### config.mk
export PLATFORM = sky130hd
export DESIGN_NAME = nand_responder
export DESIGN_NICKNAME = d
export VERILOG_FILES = /design/src/rtl/nand_resp_pkg.sv /design/src/rtl/nand_strobe_sync.sv /design/src/rtl/nand_cmd_fsm.sv /design/src/rtl/nand_data_port.sv /design/src/rtl/nand_responder.sv
export SDC_FILE = /design/constraint.sdc
export NUM_CORES = 1
export LEC_CHECK = 0
export ABC_AREA = 1
export CORE_ASPECT_RATIO = 1.1
export CORE_MARGIN = 2
export CORE_UTILIZATION = 50
export DETAILED_ROUTE_END_ITERATION = 12
export DONT_BUFFER_PORTS = 1
export PLACE_DENSITY = 0.73
export SKIP_LAST_GASP = 1
export SYNTH_ARGS = -nofsm -noshare
export SYNTH_HDL_FRONTEND = slang
export SYNTH_HIERARCHICAL = 1
export SYNTH_SLANG_ARGS = --single-unit
### constraint.sdc
create_clock -name clk -period 3.9 [get_ports clk]
set_input_delay 0.195 -clock clk [delete_from_list [all_inputs] [get_ports clk]]
set_output_delay 0.195 -clock clk [all_outputs]
set_load 0.05 [all_outputs]
### src/rtl/nand_resp_pkg.sv
package nand_resp_pkg;

  typedef enum logic [2:0] {
    M_IDLE,
    M_ID_ADDR,
    M_ID_OUT,
    M_RD_ADDR,
    M_RD_CONF,
    M_RD_BUSY,
    M_RD_OUT
  } mode_e;

  localparam logic [7:0] OP_READ_ID    = 8'h90;
  localparam logic [7:0] OP_READ_SETUP = 8'h00;
  localparam logic [7:0] OP_READ_GO    = 8'h30;
  localparam logic [7:0] OP_RESET      = 8'hFF;

  localparam int ADDR_BYTES = 5;
  localparam int COL_BYTE   = 0;
  localparam int ROW_BYTE   = 2;

endpackage

### src/rtl/nand_strobe_sync.sv
module nand_strobe_sync (
  input  logic       clk,
  input  logic       rst_n,
  input  logic       cmd_latch,
  input  logic       addr_latch,
  input  logic       wr_n,
  input  logic       rd_n,
  input  logic       sel_n,
  input  logic [7:0] dq_in,
  output logic       s_cmd,
  output logic       s_addr,
  output logic       s_sel_n,
  output logic       s_rd_n,
  output logic [7:0] s_dq,
  output logic       wr_rise,
  output logic       rd_fall
);

  logic s_wr_n, p_wr_n, p_rd_n;

  always_ff @(posedge clk) begin
    if (!rst_n) begin
      s_cmd   <= 1'b0;
      s_addr  <= 1'b0;
      s_sel_n <= 1'b1;
      s_wr_n  <= 1'b1;
      s_rd_n  <= 1'b1;
      p_wr_n  <= 1'b1;
      p_rd_n  <= 1'b1;
      s_dq    <= '0;
    end else begin
      s_cmd   <= cmd_latch;
      s_addr  <= addr_latch;
      s_sel_n <= sel_n;
      s_wr_n  <= wr_n;
      s_rd_n  <= rd_n;
      p_wr_n  <= s_wr_n;
      p_rd_n  <= s_rd_n;
      s_dq    <= dq_in;
    end
  end

  assign wr_rise = ~p_wr_n & s_wr_n;
  assign rd_fall = p_rd_n & ~s_rd_n;

endmodule

### src/rtl/nand_cmd_fsm.sv
module nand_cmd_fsm
  import nand_resp_pkg::*;
#(
  parameter int BUSY_CYCLES = 20,
  parameter int COL_W       = 4,
  parameter int ROW_W       = 2
) (
  input  logic             clk,
  input  logic             rst_n,
  input  logic             wr_rise,
  input  logic             s_cmd,
  input  logic             s_addr,
  input  logic             s_sel_n,
  input  logic [7:0]       s_dq,
  output mode_e            mode,
  output logic             busy,
  output logic             col_load,
  output logic             id_load,
  output logic [COL_W-1:0] col_start,
  output logic [ROW_W-1:0] row_sel
);

  localparam int CNT_W = $clog2(BUSY_CYCLES + 1);
  localparam logic [CNT_W-1:0] CNT_LOAD = CNT_W'(BUSY_CYCLES - 1);
  localparam logic [2:0] LAST_ADDR = 3'(ADDR_BYTES - 1);

  logic [CNT_W-1:0] cnt;
  logic [2:0]       acnt;
  logic             wr_ok, abort;

  assign wr_ok = wr_rise & ~s_sel_n;
  assign abort = wr_ok & s_cmd & (s_dq == OP_RESET);
  assign busy  = (mode == M_RD_BUSY);

  always_ff @(posedge clk) begin
    if (!rst_n) begin
      mode      <= M_IDLE;
      cnt       <= '0;
      acnt      <= '0;
      col_load  <= 1'b0;
      id_load   <= 1'b0;
      col_start <= '0;
      row_sel   <= '0;
    end else begin
      col_load <= 1'b0;
      id_load  <= 1'b0;
      if (mode == M_RD_BUSY) begin
        if (abort) begin
          mode <= M_IDLE;
        end else if (cnt == '0) begin
          mode     <= M_RD_OUT;
          col_load <= 1'b1;
        end else begin
          cnt <= cnt - 1'b1;
        end
      end else if (wr_ok && s_cmd) begin
        case (s_dq)
          OP_READ_ID:    mode <= M_ID_ADDR;
          OP_READ_SETUP: begin
            mode <= M_RD_ADDR;
            acnt <= '0;
          end
          OP_READ_GO: begin
            if (mode == M_RD_CONF) begin
              mode <= M_RD_BUSY;
              cnt  <= CNT_LOAD;
            end
          end
          default:       mode <= M_IDLE;
        endcase
      end else if (wr_ok && s_addr) begin
        if (mode == M_ID_ADDR) begin
          mode    <= M_ID_OUT;
          id_load <= 1'b1;
        end else if (mode == M_RD_ADDR) begin
          if (acnt == 3'(COL_BYTE)) col_start <= s_dq[COL_W-1:0];
          if (acnt == 3'(ROW_BYTE)) row_sel   <= s_dq[ROW_W-1:0];
          acnt <= acnt + 3'd1;
          if (acnt == LAST_ADDR) mode <= M_RD_CONF;
        end
      end
    end
  end

  AST_BUSY_STARTS_FULL: assert property (@(posedge clk) disable iff (!rst_n)
    $rose(busy) |-> (cnt == CNT_LOAD));

  AST_CONFIRM_NEEDS_ADDR: assert property (@(posedge clk) disable iff (!rst_n)
    $rose(busy) |-> ($past(mode) == M_RD_CONF));

  AST_ADDR_COUNT_BOUND: assert property (@(posedge clk) disable iff (!rst_n)
    (mode == M_RD_ADDR) |-> (acnt < 3'(ADDR_BYTES)));

  AST_RESET_FREES_BUSY: assert property (@(posedge clk) disable iff (!rst_n)
    (busy && abort) |=> !busy);

endmodule

### src/rtl/nand_data_port.sv
module nand_data_port
  import nand_resp_pkg::*;
#(
  parameter int         COL_W       = 4,
  parameter int         ROW_W       = 2,
  parameter logic [7:0] MAKER_CODE  = 8'hEC,
  parameter logic [7:0] DEVICE_CODE = 8'hDA
) (
  input  logic             clk,
  input  logic             rst_n,
  input  logic             rd_fall,
  input  logic             s_rd_n,
  input  logic             s_sel_n,
  input  mode_e            mode,
  input  logic             col_load,
  input  logic             id_load,
  input  logic [COL_W-1:0] col_start,
  input  logic [ROW_W-1:0] row_sel,
  output logic [7:0]       dq_out,
  output logic             dq_oe
);

  logic [COL_W-1:0] col;
  logic [1:0]       id_idx;
  logic [7:0]       id_byte, page_byte;
  logic             busy, fetch_ok;

  assign busy     = (mode == M_RD_BUSY);
  assign fetch_ok = rd_fall & ~s_sel_n & ~busy;

  always_comb begin
    case (id_idx)
      2'd0:    id_byte = MAKER_CODE;
      2'd1:    id_byte = DEVICE_CODE;
      default: id_byte = 8'h00;
    endcase
  end

  assign page_byte = 8'h17 + 8'(row_sel) * 8'd29 + 8'(col) * 8'd7;

  always_ff @(posedge clk) begin
    if (!rst_n) begin
      col    <= '0;
      id_idx <= '0;
      dq_out <= '0;
      dq_oe  <= 1'b0;
    end else begin
      if (col_load) col <= col_start;
      if (id_load) id_idx <= '0;
      if (fetch_ok && mode == M_ID_OUT) begin
        dq_out <= id_byte;
        dq_oe  <= 1'b1;
        if (id_idx != 2'd2) id_idx <= id_idx + 2'd1;
      end else if (fetch_ok && mode == M_RD_OUT) begin
        dq_out <= page_byte;
        dq_oe  <= 1'b1;
        if (!col_load) col <= col + 1'b1;
      end else if (s_rd_n || s_sel_n || busy) begin
        dq_oe <= 1'b0;
      end
    end
  end

  AST_COL_STEPS_ONE: assert property (@(posedge clk) disable iff (!rst_n)
    (fetch_ok && mode == M_RD_OUT && !col_load) |=> (col == $past(col) + 1'b1));

  AST_DESELECT_QUIET: assert property (@(posedge clk) disable iff (!rst_n)
    s_sel_n |=> !dq_oe);

  AST_BUSY_QUIET: assert property (@(posedge clk) disable iff (!rst_n)
    busy |=> !dq_oe);

  AST_RELEASE_ON_STROBE_HIGH: assert property (@(posedge clk) disable iff (!rst_n)
    s_rd_n |=> !dq_oe);

endmodule

### src/rtl/nand_responder.sv
module nand_responder
  import nand_resp_pkg::*;
#(
  parameter int         PAGES       = 4,
  parameter int         PAGE_BYTES  = 16,
  parameter int         BUSY_CYCLES = 20,
  parameter logic [7:0] MAKER_CODE  = 8'hEC,
  parameter logic [7:0] DEVICE_CODE = 8'hDA
) (
  input  logic       clk,
  input  logic       rst_n,
  input  logic       cmd_latch,
  input  logic       addr_latch,
  input  logic       wr_n,
  input  logic       rd_n,
  input  logic       sel_n,
  input  logic [7:0] dq_in,
  output logic [7:0] dq_out,
  output logic       dq_oe,
  output logic       rdy_pull_low
);

  localparam int COL_W = (PAGE_BYTES > 1) ? $clog2(PAGE_BYTES) : 1;
  localparam int ROW_W = (PAGES > 1) ? $clog2(PAGES) : 1;

  logic             s_cmd, s_addr, s_sel_n, s_rd_n, wr_rise, rd_fall;
  logic [7:0]       s_dq;
  mode_e            mode;
  logic             busy, col_load, id_load;
  logic [COL_W-1:0] col_start;
  logic [ROW_W-1:0] row_sel;

  nand_strobe_sync u_sync (
    .clk        (clk),
    .rst_n      (rst_n),
    .cmd_latch  (cmd_latch),
    .addr_latch (addr_latch),
    .wr_n       (wr_n),
    .rd_n       (rd_n),
    .sel_n      (sel_n),
    .dq_in      (dq_in),
    .s_cmd      (s_cmd),
    .s_addr     (s_addr),
    .s_sel_n    (s_sel_n),
    .s_rd_n     (s_rd_n),
    .s_dq       (s_dq),
    .wr_rise    (wr_rise),
    .rd_fall    (rd_fall)
  );

  nand_cmd_fsm #(
    .BUSY_CYCLES (BUSY_CYCLES),
    .COL_W       (COL_W),
    .ROW_W       (ROW_W)
  ) u_fsm (
    .clk       (clk),
    .rst_n     (rst_n),
    .wr_rise   (wr_rise),
    .s_cmd     (s_cmd),
    .s_addr    (s_addr),
    .s_sel_n   (s_sel_n),
    .s_dq      (s_dq),
    .mode      (mode),
    .busy      (busy),
    .col_load  (col_load),
    .id_load   (id_load),
    .col_start (col_start),
    .row_sel   (row_sel)
  );

  nand_data_port #(
    .COL_W       (COL_W),
    .ROW_W       (ROW_W),
    .MAKER_CODE  (MAKER_CODE),
    .DEVICE_CODE (DEVICE_CODE)
  ) u_port (
    .clk       (clk),
    .rst_n     (rst_n),
    .rd_fall   (rd_fall),
    .s_rd_n    (s_rd_n),
    .s_sel_n   (s_sel_n),
    .mode      (mode),
    .col_load  (col_load),
    .id_load   (id_load),
    .col_start (col_start),
    .row_sel   (row_sel),
    .dq_out    (dq_out),
    .dq_oe     (dq_oe)
  );

  assign rdy_pull_low = busy;

  AST_IDLE_AFTER_RESET: assert property (@(posedge clk)
    $rose(rst_n) |-> (!rdy_pull_low && !dq_oe));

endmodule

==> results of run 1 <==
==> critical path: cells and delay by family, from the launching register on <==
| family | cells | cell delay [ns] |
|---|---|---|
| compound gates | 1 | 0.06 |
| simple gates | 4 | 0.49 |
| flops | 1 | 0.40 |
| fa+ha+maj | 5 | 2.09 |
| buf+inv | 2 | 0.17 |
==> through the flow <==
stage          cells  worst slack (ns)
2_1_floorplan    392             0.733
4_1_cts          489             0.604
6_report         489             0.606
3_3_place_gp     467             0.673
5_1_grt          489             0.430
3_5_place_dp     467             0.602
==> area by class of cell <==
cell class	instances	area, sq um	area share, %
clock buffer	6	82.6	2.57
clock inverter	2	17.5	0.545
inverter	78	293	9.11
multi-input combinational	263	1610	49.9
sequential	49	981	30.5
tap	77	96.3	3.00
timing repair buffer	14	140	4.36
==> registers in the layout, indices dropped and copies added, names as in the netlist, 2 cells and up <==
signal and cells:
u_fsm/col_start 4, u_port/col 4, u_fsm/row_sel 2, u_port/id_idx 2, u_fsm/acnt 3, u_fsm/mode 3
u_fsm/cnt 5, u_port/dq_out 8, u_sync/s_dq 8
==> report_power, final <==
| part | switching [W] | internal [W] | total (W) |
|---|---|---|---|
| registers | 0.00000617 | 0.000508 | 0.000514 |
| clock network | 0.000174 | 0.000147 | 0.000322 |
| logic | 0.0000225 | 0.0000180 | 0.0000406 |
==> routing by layer <==
metal | track usage, % | vias to the layer above
li1 | - | 1264
met4 | 10.9 | 0
met1 | 21.1 | 1103
met3 | 4.44 | 14
met2 | 35.8 | 52
met5 | 0 | -
==> cells in the final DEF (no fill, tap or decap), drive strengths merged, types with 7 or more instances in the layout <==
master | netlist | final
o21ai | 21 | 21
ha | 18 | 18
a21oi | 28 | 28
nand3 | 24 | 24
nor2 | 50 | 50
nor3 | 7 | 7
inv | 78 | 79
dfxtp | 49 | 49
dlygate4sd3 | 0 | 14
fa | 11 | 11
nand2 | 88 | 88
==> cell families (layout without fill, tap and decap cells) <==
logic type | Yosys count | after routing
AOI/OAI and AO/OA | 53 | 53
and+or+nand+nor | 178 | 178
adders and majority gates | 29 | 29
xor gates and xnor gates | 3 | 3
DFF | 49 | 49
buffers and inverters | 80 | 100
==> worst max path at each step <==
| stage | cells past startpoint | endpoint | start |
|---|---|---|---|
| after floorplan | 12 | u_port/dq_out[6]$_SDFFE_PN0P_ | u_port/col[1]$_SDFF_PN0_ |
| after global placement | 12 | u_port/dq_out[6]$_SDFFE_PN0P_ | u_port/col[1]$_SDFF_PN0_ |
| after detailed placement | 12 | u_port/dq_out[6]$_SDFFE_PN0P_ | u_port/col[1]$_SDFF_PN0_ |
| after CTS | 12 | u_port/dq_out[6]$_SDFFE_PN0P_ | u_port/col[1]$_SDFF_PN0_ |
| after global routing | 12 | u_port/dq_out[6]$_SDFFE_PN0P_ | u_port/col[1]$_SDFF_PN0_ |
| final | 12 | u_port/dq_out[6]$_SDFFE_PN0P_ | u_port/col[1]$_SDFF_PN0_ |
==> flow_summary.yaml, run 1 <==
grt:
  grt_pass1_wl_mm: 10.2
  grt_max_degree: 21
  antenna_found_initial: 0
  track_usage_pct: 19.8
  grt-ovfl-total: 0
  grt_pass1_vias: 2369
logic_synthesis:
  syn_area_sq_um: 2900
  synth_fa_ha_area_share_pct: 15.4
  syn_avg_cell_area_sq_um: 7.39
  synth_simple_gate_area_share_pct: 29.6
  synth_edf_count: 0
  ys_seq_area_share_pct: 33.9
  synth_common_cells: "79 x nand2_1, 74 x inv_1, 49 x dfxtp_1"
  async_reset_ff_share_pct: 0
  yosysMostFrequentCell: "nand2_1"
  synth_nets: 436
  synth_top_family_by_area: "simple AND/OR/NAND/NOR gates"
  synthFlopType: "dfxtp_1"
  netlist_instances: 392
  ys_seq_elements: 49
  synth-xor-area-share_pct: 0.908
  yosysTopAreaCell: "dfxtp_1"
  synth_compound_area_share_pct: 9.51
  synth_mux_area_share_pct: 0
  synth_top_area_share_pct: 33.9
  synth_cell_types: 31
  synthTopCellsByArea: "dfxtp_1 34%, nand2_1 10%, inv_1 9.6%"
  ys.warnings.count: 6
outcome:
  status: "completed"
worst_setup_path:
  startpoint_type: "flip-flop"
  worstPathRequired_ns: 4.11
  slowest_delay_ns: 0.54
  end_kind: "flip-flop"
  worstReg2RegEnd: "u_port/dq_out[6]$_SDFFE_PN0P_"
  crit_type: "flip-flop to flip-flop"
  reg2reg_depth: 12
  path_cells: "inv_1, fa_1, fa_1, fa_1, inv_1, ha_1, fa_1, nand3_1, nand2_1, or2_2, nand3_1, a21oi_1"
  rrSetupSlack_ns: 0.61
  critPathMaxFanout: 4
  critPathMostFrequentCell: "fa_1"
  r2r_start: "u_port/col[1]$_SDFF_PN0_"
  slowest_stage: "fa_1"
  crit_arrival_ns: 3.50
finish:
  syn2layout_area_growth_pct: 11.1
  final_core_util_pct: 56.4
  fillCellCount: 538
  drive_gt1_share_pct: 9.71
  antenna_cells: 0
  fin_area_sq_um: 3220
  final_nets: 455
route:
  top_layer: "met4"
  postRouteAntennaNets: 0
  dr.pass1.iters: 4
  wl_met2_mm: 3.06
  wl_met3_um: 226
  drt-total-wl_mm: 5.94
  viasPerCell: 4.98
  drt-initial-drc-count: 90
  drc: 0
  post_drt_wl_per_cell_um: 12.1
  via_count: 2433
  met1_length_mm: 2.47
min_path:
  hp-start: "rst_n"
  hp-class: "input port to flip-flop"
  hold_path_end: "u_port/col[3]$_SDFF_PN0_"
  hold_depth: 2
power:
  leakagePower_nw: 1.57
  p_total_w: 0.000877
  vdd.ir_drop.worst_mv: 0.211
  power.density_nw_per_um2: 273
floorplan:
  die_w_um: 76.6
  core_area_sq_um: 5700
  chipHeight_um: 83.8
  dieArea_sq_um: 6420
  initial_utilization_pct: 50.8
  row_count: 29
  io_pins: 25
timing:
  worstMarginPinSlew_ns: 0.635
  drv_slew: 0
  skew_ns: 0.0134
  rsz0062_at_grt: "false"
  fin_crit_sh_pct: 84.5
  whs_ns: 0.0149
  tns_ns: 0
  hold_viol: 0
  finalCriticalPeriod_ns: 3.29
  slew_headroom_pct: 57.5
  fmax_mhz: 304
  setup_violations: 0
clocking:
  clk_pin_slew_worst_paths_ns: 0.10
  numClockSinks: 49
  cts_tree: "built"
  cts_resized: 0
  postCtsHoldBufs: 14
  post_cts_buffers: 0
  cts_buffers: 5
  clk_path_buf_depth: 2
  clockRootBuffer: "clkbuf_8"
  clkLatencyLatePin_ns: 0.31
  htreeDepth: 2
placement:
  place_congestion: 0.843
  numPortBuffers: 0
  dpl.hpwl_mm: 4.46
  dpl_cell_area_sq_um: 2980
run:
  maxCapViolations: 0
(Power assumes the default switching activity.)
==> run 2, diff against run 1 <==
clock period = 3.1 ns   (was 3.9 ns; I/O delays follow)
==> run 2 against run 1 <==
Count of clock-buffer cells in the layout unchanged. Power up 26%. Fmax up 8.3%. Critical endpoint is now u_port/dq_out[4]$_SDFFE_PN0P_. Largest cell class unchanged.
==> flow_summary.yaml, run 2 (synthesized netlist as in run 1, its figures left out) <==
route:
  viasPerCell: 4.92
  top_layer: "met4"
  postRouteAntennaNets: 0
  dr.pass1.iters: 4
  wl_met2_mm: 3.18
  wl_met3_um: 223
  met1_length_mm: 2.49
  post_drt_wl_per_cell_um: 12.2
  drt-total-wl_mm: 6.09
  drt-initial-drc-count: 66
  drc: 0
  via_count: 2451
power:
  p_sw_share_pct: 23.6
  power.share.clock_pct: 36.6
  p_switching_w: 0.000261
  comb_power_share_pct: 4.9
  vdd.ir_drop.worst_mv: 0.240
  p_total_w: 0.00111
  power.share.sequential_pct: 58.5
  p_int_w: 0.000846
  power.density_nw_per_um2: 334
  leakagePower_nw: 1.61
timing:
  tns_ns: 0
  fmax_mhz: 329
  setup_violations: 0
  skew_ns: 0.0105
  fin_crit_sh_pct: 98.1
  whs_ns: 0.0717
  rsz0062_at_grt: "true"
  finalCriticalPeriod_ns: 3.04
  drv_slew: 0
  worstMarginPinSlew_ns: 1.14
  slew_headroom_pct: 23.6
  hold_viol: 0
min_path:
  hp-start: "rst_n"
  hold_depth: 4
  hp-class: "input port to flip-flop"
  hold_path_end: "u_fsm/cnt[3]$_SDFFE_PN0P_"
finish:
  antenna_cells: 0
  layout_commonest_cell: "nand2_1"
  syn2layout_area_growth_pct: 14.3
  layout_common_cells: "79 x nand2_1, 72 x inv_1, 46 x dfxtp_1"
  final_nets: 464
  drive_gt1_share_pct: 13.8
  reg_top3: "u_port/dq_out x8, u_sync/s_dq x8, u_fsm/cnt x5"
grt:
  track_usage_pct: 20.6
  grt_max_degree: 35
  antenna_found_initial: 0
  grt_pass1_vias: 2475
  grt-ovfl-total: 0
  grt_pass1_wl_mm: 10.5
placement:
  numPortBuffers: 0
  place_congestion: 0.859
  dpl.hpwl_mm: 4.56
clocking:
  clkLatencyLatePin_ns: 0.31
  numClockSinks: 49
  clockRootBuffer: "clkbuf_8"
  cts_buffers: 5
  post_cts_buffers: 0
  clk_path_buf_depth: 2
  clk_pin_slew_worst_paths_ns: 0.10
  cts_tree: "built"
  htreeDepth: 2
floorplan:
  initial_utilization_pct: 50.8
  core_area_sq_um: 5700
  io_pins: 25
  row_count: 29
  chipHeight_um: 83.8
  dieArea_sq_um: 6420
  die_w_um: 76.6
run:
  maxCapViolations: 0
worst_setup_path:
  worstReg2RegEnd: "u_port/dq_out[4]$_SDFFE_PN0P_"
  worstPathRequired_ns: 3.31
  end_kind: "flip-flop"
  r2r_start: "u_port/col[2]$_SDFF_PN0_"
  startpoint_type: "flip-flop"
  crit_type: "flip-flop to flip-flop"
  reg2reg_depth: 11
  critPathMaxFanout: 2
  rrSetupSlack_ns: 0.06
  crit_arrival_ns: 3.25
outcome:
  status: "completed"
## run 2: changes by cell type in the layout (fill, tap and decap cells not counted), moves of 2 or more
cell / previous run / this run
buf_4: 0 / 9
dfxtp_1: 49 / 46
dfxtp_2: 0 / 3
ha_1: 18 / 16
inv_1: 74 / 72
inv_2: 4 / 6
## run 2: worst max-delay path, cell delays in order (launching register included)
cell and delay (ns):
dfxtp_2 0.34, inv_2 0.04, fa_1 0.55, fa_1 0.44, fa_1 0.51, inv_1 0.04, ha_2 0.17, fa_2 0.35
buf_4 0.14, xor2_1 0.15, a21oi_1 0.13, a21oi_1 0.07
## run 2: final cells by class
cell class                      instances  area, sq um
Timing Repair Buffer                   23          208
Inverter                               78          293
Clock buffer                            6         82.6
Clock inverter                          2         16.3
Tap cell                               77         96.3
Fill cell                             530         2390
Sequential cell                        49          985
Multi-Input combinational cell        263         1630
## run 2: timing repair
action | CTS | global route
gates resized for setup | 0 | 5
hold buffers | 14 | 0
setup endpoints to repair | 1 | 3
pin swaps | 2 | 6
cloned | 0 | 0
hold endpoints to repair | 34 | 0
## run 2: metrics by stage
stage | setup slack, ns | area, sq um | cells | utilization (%)
2_1_floorplan | 0.0220 | 2900 | 392 | -
4_1_cts | 0.00250 | 3290 | 498 | 57.7
3_5_place_dp | -0.0139 | 3050 | 476 | 53.5
6_report | 0.0584 | 3310 | 498 | 58.1
3_3_place_gp | 0.0456 | 3050 | 476 | 53.5
5_1_grt | -0.0425 | 3310 | 498 | 58.1
## run 2: worst max-delay path by stage
stage                                        start                       endpoint  slack (ns)  cells after the start
after floorplan           u_port/col[1]$_SDFF_PN0_  u_port/dq_out[6]$_SDFFE_PN0P_        0.02                     12
after global placement    u_port/col[1]$_SDFF_PN0_  u_port/dq_out[6]$_SDFFE_PN0P_        0.05                     12
after detailed placement  u_port/col[1]$_SDFF_PN0_  u_port/dq_out[6]$_SDFFE_PN0P_       -0.01                     12
after CTS                 u_port/col[1]$_SDFF_PN0_  u_port/dq_out[6]$_SDFFE_PN0P_       0.002                     12
after global routing      u_port/col[2]$_SDFF_PN0_  u_port/dq_out[6]$_SDFFE_PN0P_       -0.04                     12
final                     u_port/col[2]$_SDFF_PN0_  u_port/dq_out[4]$_SDFFE_PN0P_        0.06                     11
## run 2: layer usage
layer  up-vias  global-route usage (%)
li1       1276                       -
met1      1109                    21.3
met2        52                    39.0
met3        14                    3.79
met4         0                    11.1
met5         -                       0
## run 2: power by group through the flow
| stage | logic [W] | clock network [W] | registers (W) |
|---|---|---|---|
| 4_1_cts | 0.0000539 | 0.000422 | 0.000647 |
| 2_1_floorplan | 0.0000313 | 0 | 0.000660 |
| 3_3_place_gp | 0.0000329 | 0 | 0.000662 |
| 6_report | 0.0000542 | 0.000405 | 0.000648 |
| 3_5_place_dp | 0.0000335 | 0 | 0.000662 |
| 5_1_grt | 0.0000609 | 0.000448 | 0.000649 |
